$ cat src/rtl/gpio_irq_pkg.sv
package gpio_irq_pkg;
  localparam int OFS_W = 4;
  localparam logic [OFS_W-1:0] OFS_LEVEL = 4'h0;
  localparam logic [OFS_W-1:0] OFS_ENAB  = 4'h5;
  localparam logic [OFS_W-1:0] OFS_POL   = 4'h6;
  localparam logic [OFS_W-1:0] OFS_FLAG  = 4'h7;

  typedef enum logic {
    POL_RISE = 1'b0,
    POL_FALL = 1'b1
  } pol_e;
endpackage

$ cat src/rtl/gpio_pin_sync.sv
module gpio_pin_sync #(
  parameter int W      = 8,
  parameter int STAGES = 2
) (
  input  logic         clk,
  input  logic         rst_n,
  input  logic [W-1:0] d,
  output logic [W-1:0] q
);
  logic [W-1:0] stg_q [STAGES];

  always_ff @(posedge clk or negedge rst_n) begin
    if (!rst_n) begin
      for (int i = 0; i < STAGES; i++) stg_q[i] <= '0;
    end else begin
      stg_q[0] <= d;
      for (int i = 1; i < STAGES; i++) stg_q[i] <= stg_q[i-1];
    end
  end

  assign q = stg_q[STAGES-1];
endmodule

$ cat src/rtl/gpio_edge_det.sv
module gpio_edge_det #(
  parameter int W = 8
) (
  input  logic         clk,
  input  logic         rst_n,
  input  logic [W-1:0] cur,
  input  logic [W-1:0] pol_fall,
  output logic [W-1:0] hit
);
  logic [W-1:0] prev_q;

  always_ff @(posedge clk or negedge rst_n) begin
    if (!rst_n) prev_q <= '0;
    else        prev_q <= cur;
  end

  // rising where polarity selects rise, falling where it selects fall
  assign hit = (cur & ~prev_q & ~pol_fall) | (~cur & prev_q & pol_fall);
endmodule

$ cat src/rtl/gpio_port_irq.sv
module gpio_port_irq #(
  parameter int W = 8
) (
  input  logic         clk,
  input  logic         rst_n,
  input  logic [W-1:0] edge_hit,
  input  logic         wr_enab,
  input  logic         wr_pol,
  input  logic         wr_flag,
  input  logic [W-1:0] wdata,
  output logic [W-1:0] enab_q,
  output logic [W-1:0] pol_q,
  output logic [W-1:0] flag_q,
  output logic         irq
);
  logic [W-1:0] clr_mask;

  assign clr_mask = wr_flag ? wdata : '0;

  always_ff @(posedge clk or negedge rst_n) begin
    if (!rst_n) begin
      enab_q <= '0;
      pol_q  <= '0;
      flag_q <= '0;
    end else begin
      if (wr_enab) enab_q <= wdata;
      if (wr_pol)  pol_q  <= wdata;
      flag_q <= (flag_q & ~clr_mask) | edge_hit;
    end
  end

  assign irq = |(flag_q & enab_q);

  // a flag bit only rises on a detected transition
  p_rise_needs_hit_r1: assert property (@(posedge clk) disable iff (!rst_n)
    ((flag_q & ~$past(flag_q)) & ~$past(edge_hit)) == '0);

  // without a flag write no bit drops
  p_sticky_r4: assert property (@(posedge clk) disable iff (!rst_n)
    !wr_flag |=> ((flag_q & $past(flag_q)) == $past(flag_q)));

  // written ones clear when no transition competes
  p_w1c_r4: assert property (@(posedge clk) disable iff (!rst_n)
    (wr_flag && ((wdata & edge_hit) == '0)) |=> ((flag_q & $past(wdata)) == '0));

  // a transition always leaves its flag set, even against a clear
  p_edge_wins_r5: assert property (@(posedge clk) disable iff (!rst_n)
    (edge_hit != '0) |=> ((flag_q & $past(edge_hit)) == $past(edge_hit)));

  // no enable, no request
  p_no_enab_no_irq_r6: assert property (@(posedge clk) disable iff (!rst_n)
    (enab_q == '0) |-> !irq);
endmodule

$ cat src/rtl/gpio_edge_irq.sv
module gpio_edge_irq
  import gpio_irq_pkg::*;
#(
  parameter int NUM_PORTS   = 2,
  parameter int PORT_W      = 8,
  parameter int SYNC_STAGES = 2,
  localparam int PSEL_W     = $clog2(NUM_PORTS),
  localparam int ADDR_W     = OFS_W + PSEL_W
) (
  input  logic                        clk,
  input  logic                        rst_n,
  input  logic [NUM_PORTS*PORT_W-1:0] pin_i,
  input  logic [ADDR_W-1:0]           bus_addr,
  input  logic                        bus_wen,
  input  logic [PORT_W-1:0]           bus_wdata,
  output logic [PORT_W-1:0]           bus_rdata,
  output logic [NUM_PORTS-1:0]        irq_o
);
  logic [PSEL_W-1:0] port_sel;
  logic [OFS_W-1:0]  offset;

  logic [PORT_W-1:0] level_w [NUM_PORTS];
  logic [PORT_W-1:0] enab_w  [NUM_PORTS];
  logic [PORT_W-1:0] pol_w   [NUM_PORTS];
  logic [PORT_W-1:0] flag_w  [NUM_PORTS];

  assign port_sel = bus_addr[ADDR_W-1:OFS_W];
  assign offset   = bus_addr[OFS_W-1:0];

  for (genvar p = 0; p < NUM_PORTS; p++) begin : g_port
    logic [PORT_W-1:0] hit_w;
    logic              sel_w;

    assign sel_w = bus_wen && (int'(port_sel) == p);

    gpio_pin_sync #(.W(PORT_W), .STAGES(SYNC_STAGES)) u_sync (
      .clk   (clk),
      .rst_n (rst_n),
      .d     (pin_i[p*PORT_W +: PORT_W]),
      .q     (level_w[p])
    );

    gpio_edge_det #(.W(PORT_W)) u_edge (
      .clk      (clk),
      .rst_n    (rst_n),
      .cur      (level_w[p]),
      .pol_fall (pol_w[p]),
      .hit      (hit_w)
    );

    gpio_port_irq #(.W(PORT_W)) u_irq (
      .clk      (clk),
      .rst_n    (rst_n),
      .edge_hit (hit_w),
      .wr_enab  (sel_w && (offset == OFS_ENAB)),
      .wr_pol   (sel_w && (offset == OFS_POL)),
      .wr_flag  (sel_w && (offset == OFS_FLAG)),
      .wdata    (bus_wdata),
      .enab_q   (enab_w[p]),
      .pol_q    (pol_w[p]),
      .flag_q   (flag_w[p]),
      .irq      (irq_o[p])
    );
  end

  always_comb begin
    bus_rdata = '0;
    if (int'(port_sel) < NUM_PORTS) begin
      case (offset)
        OFS_LEVEL: bus_rdata = level_w[port_sel];
        OFS_ENAB:  bus_rdata = enab_w[port_sel];
        OFS_POL:   bus_rdata = pol_w[port_sel];
        OFS_FLAG:  bus_rdata = flag_w[port_sel];
        default:   bus_rdata = '0;
      endcase
    end
  end

  // request lines stay low in the first cycle out of reset
  p_irq_low_after_reset_r9: assert property (@(posedge clk) disable iff (!rst_n)
    $rose(rst_n) |-> (irq_o == '0));
endmodule

$ cat config.mk
export PLATFORM = sky130hd
export DESIGN_NAME = gpio_edge_irq
export DESIGN_NICKNAME = d
export VERILOG_FILES = /design/src/rtl/gpio_irq_pkg.sv /design/src/rtl/gpio_pin_sync.sv /design/src/rtl/gpio_edge_det.sv /design/src/rtl/gpio_port_irq.sv /design/src/rtl/gpio_edge_irq.sv
export SDC_FILE = /design/constraint.sdc
export NUM_CORES = 1
export LEC_CHECK = 0
export BUFFER_PORTS_ARGS = -buffer_cell sky130_fd_sc_hd__buf_2
export CORE_MARGIN = 2
export CORE_UTILIZATION = 35
export CTS_CLUSTER_DIAMETER = 60
export DETAILED_ROUTE_END_ITERATION = 12
export GPL_TIMING_DRIVEN = 0
export SLEW_MARGIN = 20
export SYNTH_ARGS = -nofsm -noshare
export SYNTH_HDL_FRONTEND = slang
export SYNTH_SLANG_ARGS = --single-unit
$ cat constraint.sdc
create_clock -name clk -period 3.2 [get_ports clk]
set_clock_uncertainty 0.15 [all_clocks]
set_input_delay 0.64 -clock clk [delete_from_list [all_inputs] [get_ports clk]]
set_output_delay 0.64 -clock clk [all_outputs]
set_load 0.02 [all_outputs]
==> out/metrics.yaml, run 1 <==
max-slew-margin-rel_pct: 55.7
core_um2: 11300
path_common_cell: "buf_2"
syn2layout_area_growth_pct: 17.0
grt_pass1_wl_mm: 14.1
power.total_uw: 2780
nets: 388
io_buffer_count: 40
min_period_over_period_pct: 92.8
design_area_um2: 4710
status: "complete, no violations"
rsz0062_at_grt: "false"
highest_layer: "met4"
hold_viol_final: 0
dieArea_um2: 12400
pwr-share-seq_pct: 51.3
ctsResizeCount: 0
setup_viol: 0
die_w_um: 111
place_congestion: 0.781
fin_setup_tns_ns: 0
hp-class: "in2async"
layout_commonest_cell: "dfrtp_1"
syn_nets: 336
slowest_stage: "clkbuf_1"
synth_flop_cell: "dfrtp_1"
initial_utilization_pct: 35.5
ys_seq_area_share_pct: 59.7
drive_above_1_share_pct: 30.2
ant_nets: 0
grt_max_degree: 69
synth_top_cell_area_share_pct: 59.7
htreeDepth: 3
p_int_uw: 2060
place_area_um2: 4440
ios: 42
synth-edff-count: 0
clock_sinks: 96
netlist_instances: 304
cts.path.max_buffers: 2
switching_share_pct: 26.0
max_stage_delay_ns: 0.44
dr.pass1.iters: 4
maxCapViolCount: 0
grt_pass1_vias: 2595
worst_pin_slew_ns: 0.664
worst-path-max-fanout: 10
wl_per_cell_um: 17.4
rows: 39
mostFrequentLayoutCells: "96 x dfrtp_1, 44 x buf_2, 32 x mux2i_1"
wl_met1_mm: 4.25
async_flop_share_pct: 100
diodes: 0
critPathKind: "in2out"
peakVddDrop_v: 0.000324
viasPerCell: 5.12
fin_crit_ns: 2.97
p_sw_uw: 723
p_leak_uw: 0.00214
cts_tree: "done"
p_clk_share_pct: 35.9
cp_cell_sequence: "buf_2, nand4b_1, clkbuf_1, o22ai_1, or2_2, buf_2"
crit_arrival_ns: 2.18
post-cts-setup-buffers: 0
synthTopCellsByArea: "dfrtp_1 60%, mux2i_1 8.0%, mux2_4 6.0%, mux2_2 4.5%, o22ai_1 3.4%"
required_ns: 2.41
wl_met2_mm: 3.98
ys_ff_latch: 96
syn-mean-instance-area_um2: 13.2
synth_cell_types: 33
cts_buffers: 9
cp-start-kind: "input pin"
clock_latency_ns: 0.34
synth_area_um2: 4020
track_usage_pct: 14.7
grt_overflow: 0
critPathCaptureType: "output port"
antenna_found_initial: 0
drt-total-wl_mm: 8.78
vias: 2582
place_hpwl_mm: 5.66
die_y_um: 111
cts_hold_buf: 0
ys_warn_count: 0
clk_pin_slew_ns: 0.07
combPwrFrac_pct: 12.9
synth_top_area_cell: "dfrtp_1"
clockRootBuffer: "clkbuf_16"
finalMaxSlewViolations: 0
wl_met3_um: 437
drt_iter0_drc: 106
p_per_area_nw_per_um2: 590
fmax_mhz: 337
drc: 0
[power by group through the flow]
| stage | Clock (uW) | Sequential, uW | Combinational (uW) |
|---|---|---|---|
| after floorplan | 0 | 1420 | 253 |
| after global placement | 0 | 1440 | 350 |
| after detailed placement | 0 | 1450 | 361 |
| after CTS | 1020 | 1420 | 363 |
| after global routing | 1070 | 1440 | 394 |
| final | 997 | 1430 | 358 |
[critical path: cells and delay by family]
| kind | cells | cell delay [ns] |
|---|---|---|
| compound gates | 1 | 0.18 |
| simple gates | 2 | 0.62 |
| buf+inv | 3 | 0.72 |
[per-stage QoR]
stage          utilization [%]  hold slack (ns)  instances  worst slack (ns)
2_1_floorplan                -            0.181        304             0.745
3_3_place_gp              38.9            0.182        487             0.212
3_5_place_dp              39.2            0.185        488             0.204
4_1_cts                   41.6           0.0250        504             0.194
5_1_grt                   41.6           0.0297        504            0.0921
6_report                  41.6           0.0137        504             0.229
[kinds of logic (layout without fill, tap and decap cells)]
logic type | Yosys count | after routing | synth area share (%)
compound gates | 52 | 52 | 8.74
buf+inv | 16 | 73 | 2.58
mux | 64 | 64 | 18.4
simple gates | 76 | 76 | 10.6
flops | 96 | 96 | 59.7
[worst paths after layout]
path / slack [ns] / depth (start not counted) / to / startpoint
hold reg to reg: 0.20 / 0 / g_port[1].u_sync.q[6] / g_port[1].u_sync.stg_q[14]
setup / recovery: 0.23 / 6 / bus_rdata[6] / bus_addr[1]
setup reg to reg: 2.04 / 2 / g_port[0].u_irq.flag_q[7] / g_port[0].u_irq.pol_q[7]
min in group clk: 0.20 / 0 / g_port[1].u_sync.q[6] / g_port[1].u_sync.stg_q[14]
max in group asynchronous: 2.28 / 2 / g_port[0].u_irq.flag_q[0] / rst_n
hold / removal: 0.01 / 1 / g_port[0].u_sync.stg_q[14] / rst_n
[flip-flops by register name (all words and copies together), names as in the netlist]
signal	flops
g_port.u_irq.pol_q	16
g_port.u_sync.stg_q	16
g_port.u_edge.prev_q	16
g_port.u_irq.enab_q	16
g_port.u_sync.q	16
g_port.u_irq.flag_q	16
[cells in the mapped netlist, types with 2 or more instances]
master     instances
nor2_1             6
nor3b_1            3
mux2i_1           32
a22oi_1            8
nand4_1            3
a221o_1            2
nor2b_1            3
mux2_4            16
or2_2              7
dfrtp_1           96
nand3_1           16
nand2_1           19
or3b_1             2
o22ai_1           22
o211ai_1           6
nor2_2             2
buf_4              2
mux2_2            16
nand4bb_1          2
a21o_1             6
buf_6              4
nand2b_1           6
buf_2              5
o21ai_0            7
clkbuf_1           5
[final cells by class]
type,instances,area (um2)
Fill cell,1107,6610
Sequential cell,96,2400
Multi-Input combinational cell,192,1520
Timing Repair Buffer,41,234
Clock buffer,10,229
Tap cell,143,179
Buffer,16,104
Clock inverter,6,43.8
[metal layers]
metal / vias up / track usage, %
li1: 1214 / -
met1: 1294 / 21.8
met2: 66 / 21.8
met3: 8 / 2.62
met4: 0 / 4.69
met5: - / 0
Note: power is estimated with default switching activity, not from simulation.
==> run 2, diff against run 1 <==
--- a/config.mk
+++ b/config.mk
@@ -6,11 +6,14 @@
 export NUM_CORES = 1
 export LEC_CHECK = 0
 export BUFFER_PORTS_ARGS = -buffer_cell sky130_fd_sc_hd__buf_2
+export CELL_PAD_IN_SITES_DETAIL_PLACEMENT = 1
+export CELL_PAD_IN_SITES_GLOBAL_PLACEMENT = 1
 export CORE_MARGIN = 2
 export CORE_UTILIZATION = 35
 export CTS_CLUSTER_DIAMETER = 60
 export DETAILED_ROUTE_END_ITERATION = 12
 export GPL_TIMING_DRIVEN = 0
+export PLACE_DENSITY_LB_ADDON = 0.1
 export SLEW_MARGIN = 20
 export SYNTH_ARGS = -nofsm -noshare
 export SYNTH_HDL_FRONTEND = slang
==> run 2 against run 1 <==
- global-route usage grew 2.7 points
- via count grew 1.5%
- routed wire length grew 13%
- register-to-register slack is essentially flat
- non-clock buffer count grew 1
- final cell count grew 0.20%
- hold slack gained 0.18 ns
- maximum frequency shrank 1.6%
- critical path type unchanged
- setup slack lost 0.048 ns
- clock-buffer cell count grew 2
- first-iteration DRC count grew 12%
- combinational power grew 2%
- largest cell class unchanged
==> out/metrics.yaml, run 2 (same netlist as run 1, synthesis figures left out) <==
critPathCaptureType: "output port"
maxCapViolCount: 0  # unchanged
fin_setup_tns_ns: 0  # unchanged
critPathKind: "in2out"
switching_share_pct: 24.5  # -1.5 points
grt_pass1_wl_mm: 16.0  # +14%
clockRootBuffer: "clkbuf_16"
track_usage_pct: 17.3  # +2.7 points
die_w_um: 111  # unchanged
clock_sinks: 96  # unchanged
place_hpwl_mm: 6.40  # +13%
grt_max_degree: 75  # +8.7%
p_sw_uw: 720  # -0.35%
min_period_over_period_pct: 94.4  # +1.5 points
hp-class: "reg2reg"
pwr-share-seq_pct: 48.6  # -2.7 points
viasPerCell: 5.19  # +1.3%
power.total_uw: 2940  # +5.6%
p_leak_uw: 0.00216  # +1.0%
clk_pin_slew_ns: 0.06  # about the same
p_per_area_nw_per_um2: 617  # +4.5%
place_congestion: 0.746  # -4.4%
drt_iter0_drc: 119  # +12%
max-slew-margin-rel_pct: 53.6  # -2.1 points
syn2layout_area_growth_pct: 18.3
fillers: 1189  # +7.4%
cp_cell_sequence: "buf_2, nand4b_1, clkbuf_1, o22ai_1, or2_2, buf_2"
rsz0062_at_grt: "false"
ant_nets: 0  # unchanged
drt-total-wl_mm: 9.95  # +13%
p_clk_share_pct: 39.0  # +3.1 points
cp-start-kind: "input pin"
mostFrequentLayoutCells: "96 x dfrtp_1, 44 x buf_2, 32 x mux2i_1"
antenna_found_initial: 0  # unchanged
vias: 2621  # +1.5%
setup_viol: 0  # unchanged
worst-path-max-fanout: 10  # unchanged
status: "complete, no violations"
ios: 42  # unchanged
dieArea_um2: 12400  # unchanged
fmax_mhz: 331  # -1.6%
post-cts-setup-buffers: 0  # unchanged
nets: 389  # +0.26%
ctsResizeCount: 0  # unchanged
grt_overflow: 0  # unchanged
io_buffer_count: 40  # unchanged
worst_pin_slew_ns: 0.696  # +0.0317 ns
fin_crit_ns: 3.02  # +0.0484 ns
slowest_stage: "clkbuf_1"
peakVddDrop_v: 0.000447  # +38%
crit_arrival_ns: 2.23  # +0.05 ns
required_ns: 2.41  # about the same
htreeDepth: 3  # unchanged
cts_tree: "done"
die_y_um: 111  # unchanged
layout_setup_ws_ns: 0.181  # -0.0484 ns
layout_commonest_cell: "dfrtp_1"
core_um2: 11300  # unchanged
grt_pass1_vias: 2844  # +9.6%
drc: 0  # unchanged
initial_utilization_pct: 35.5  # unchanged
drive_above_1_share_pct: 29.6  # -0.64 points
cts_buffers: 9  # unchanged
combPwrFrac_pct: 12.4  # -0.5 points
p_int_uw: 2220  # +7.8%
dr.pass1.iters: 4  # unchanged
max_stage_delay_ns: 0.49  # +0.05 ns
path_common_cell: "buf_2"
hold_viol_final: 0  # unchanged
cts.path.max_buffers: 2  # unchanged
rows: 39  # unchanged
pre_cts_slack_ns: 0.134  # -0.0692 ns
diodes: 0  # unchanged
finalMaxSlewViolations: 0  # unchanged
clock_latency_ns: 0.35  # about the same
wl_per_cell_um: 19.7  # +13%
==> run 2: changes by cell type in the layout (fill, tap and decap cells not counted) <==
cell	previous run	this run
bufinv_16	0	2
clkbuf_1	6	8
clkinv_2	2	0
clkinvlp_4	1	0
dlygate4sd3_1	0	1
inv_6	2	1
==> run 2: power by group through the flow <==
stage / clock network, uW / logic (uW) / registers (uW)
floorplan: 0 / 253 / 1420
global placement: 0 / 355 / 1450
detailed placement: 0 / 369 / 1450
CTS: 1200 / 371 / 1430
global route: 1230 / 406 / 1440
finish: 1140 / 365 / 1430
==> run 2: timing repair <==
action | 4_1_cts | 5_1_grt
hold endpoints to repair | 22 | 0
hold buffers | 1 | 0
endpoints found under the setup margin | 0 | 0
==> run 2: cell type report <==
cell class	count	area, um2	area share [%]
multi-input combinational	192	1520	31.9
clock inverter	4	77.6	1.63
clock buffer	12	236	4.97
tap	143	179	3.76
timing repair buffer	42	244	5.12
sequential	96	2400	50.5
buffer	16	104	2.18
==> run 2: worst paths after layout <==
check / endpoint / cells past startpoint / slack, ns / start
min: g_port[0].u_sync.q[0] / 0 / 0.20 / g_port[0].u_sync.stg_q[8]
max in group asynchronous: g_port[1].u_irq.enab_q[3] / 3 / 1.70 / rst_n
min in group asynchronous: g_port[1].u_sync.stg_q[15] / 2 / 0.56 / rst_n
max reg2reg: g_port[1].u_irq.flag_q[7] / 2 / 2.04 / g_port[1].u_irq.pol_q[7]
max: bus_rdata[5] / 6 / 0.18 / bus_addr[1]
min reg2reg: g_port[0].u_sync.q[0] / 0 / 0.20 / g_port[0].u_sync.stg_q[8]
==> run 2: critical path: cells and delay by family <==
family,cells,cell delay [ns]
buf+inv,3,0.77
simple gates,2,0.63
compound gates,1,0.18
==> run 2: metrics by stage <==
step | hold WS, ns | util [%] | std cells | area (um2)
5_1_grt | 0.206 | 42.1 | 505 | 4760
2_1_floorplan | 0.181 | - | 304 | 4020
3_3_place_gp | 0.181 | 38.9 | 487 | 4400
3_5_place_dp | 0.186 | 39.2 | 488 | 4440
4_1_cts | 0.200 | 42.1 | 505 | 4760
6_report | 0.196 | 42.1 | 505 | 4760
==> run 2: metal layers <==
layer / track usage [%] / share of wire (%)
met4: 5.35 / 1.9
met5: 0 / 0
met3: 5.19 / 4.2
met1: 23.7 / 48
met2: 26.6 / 46
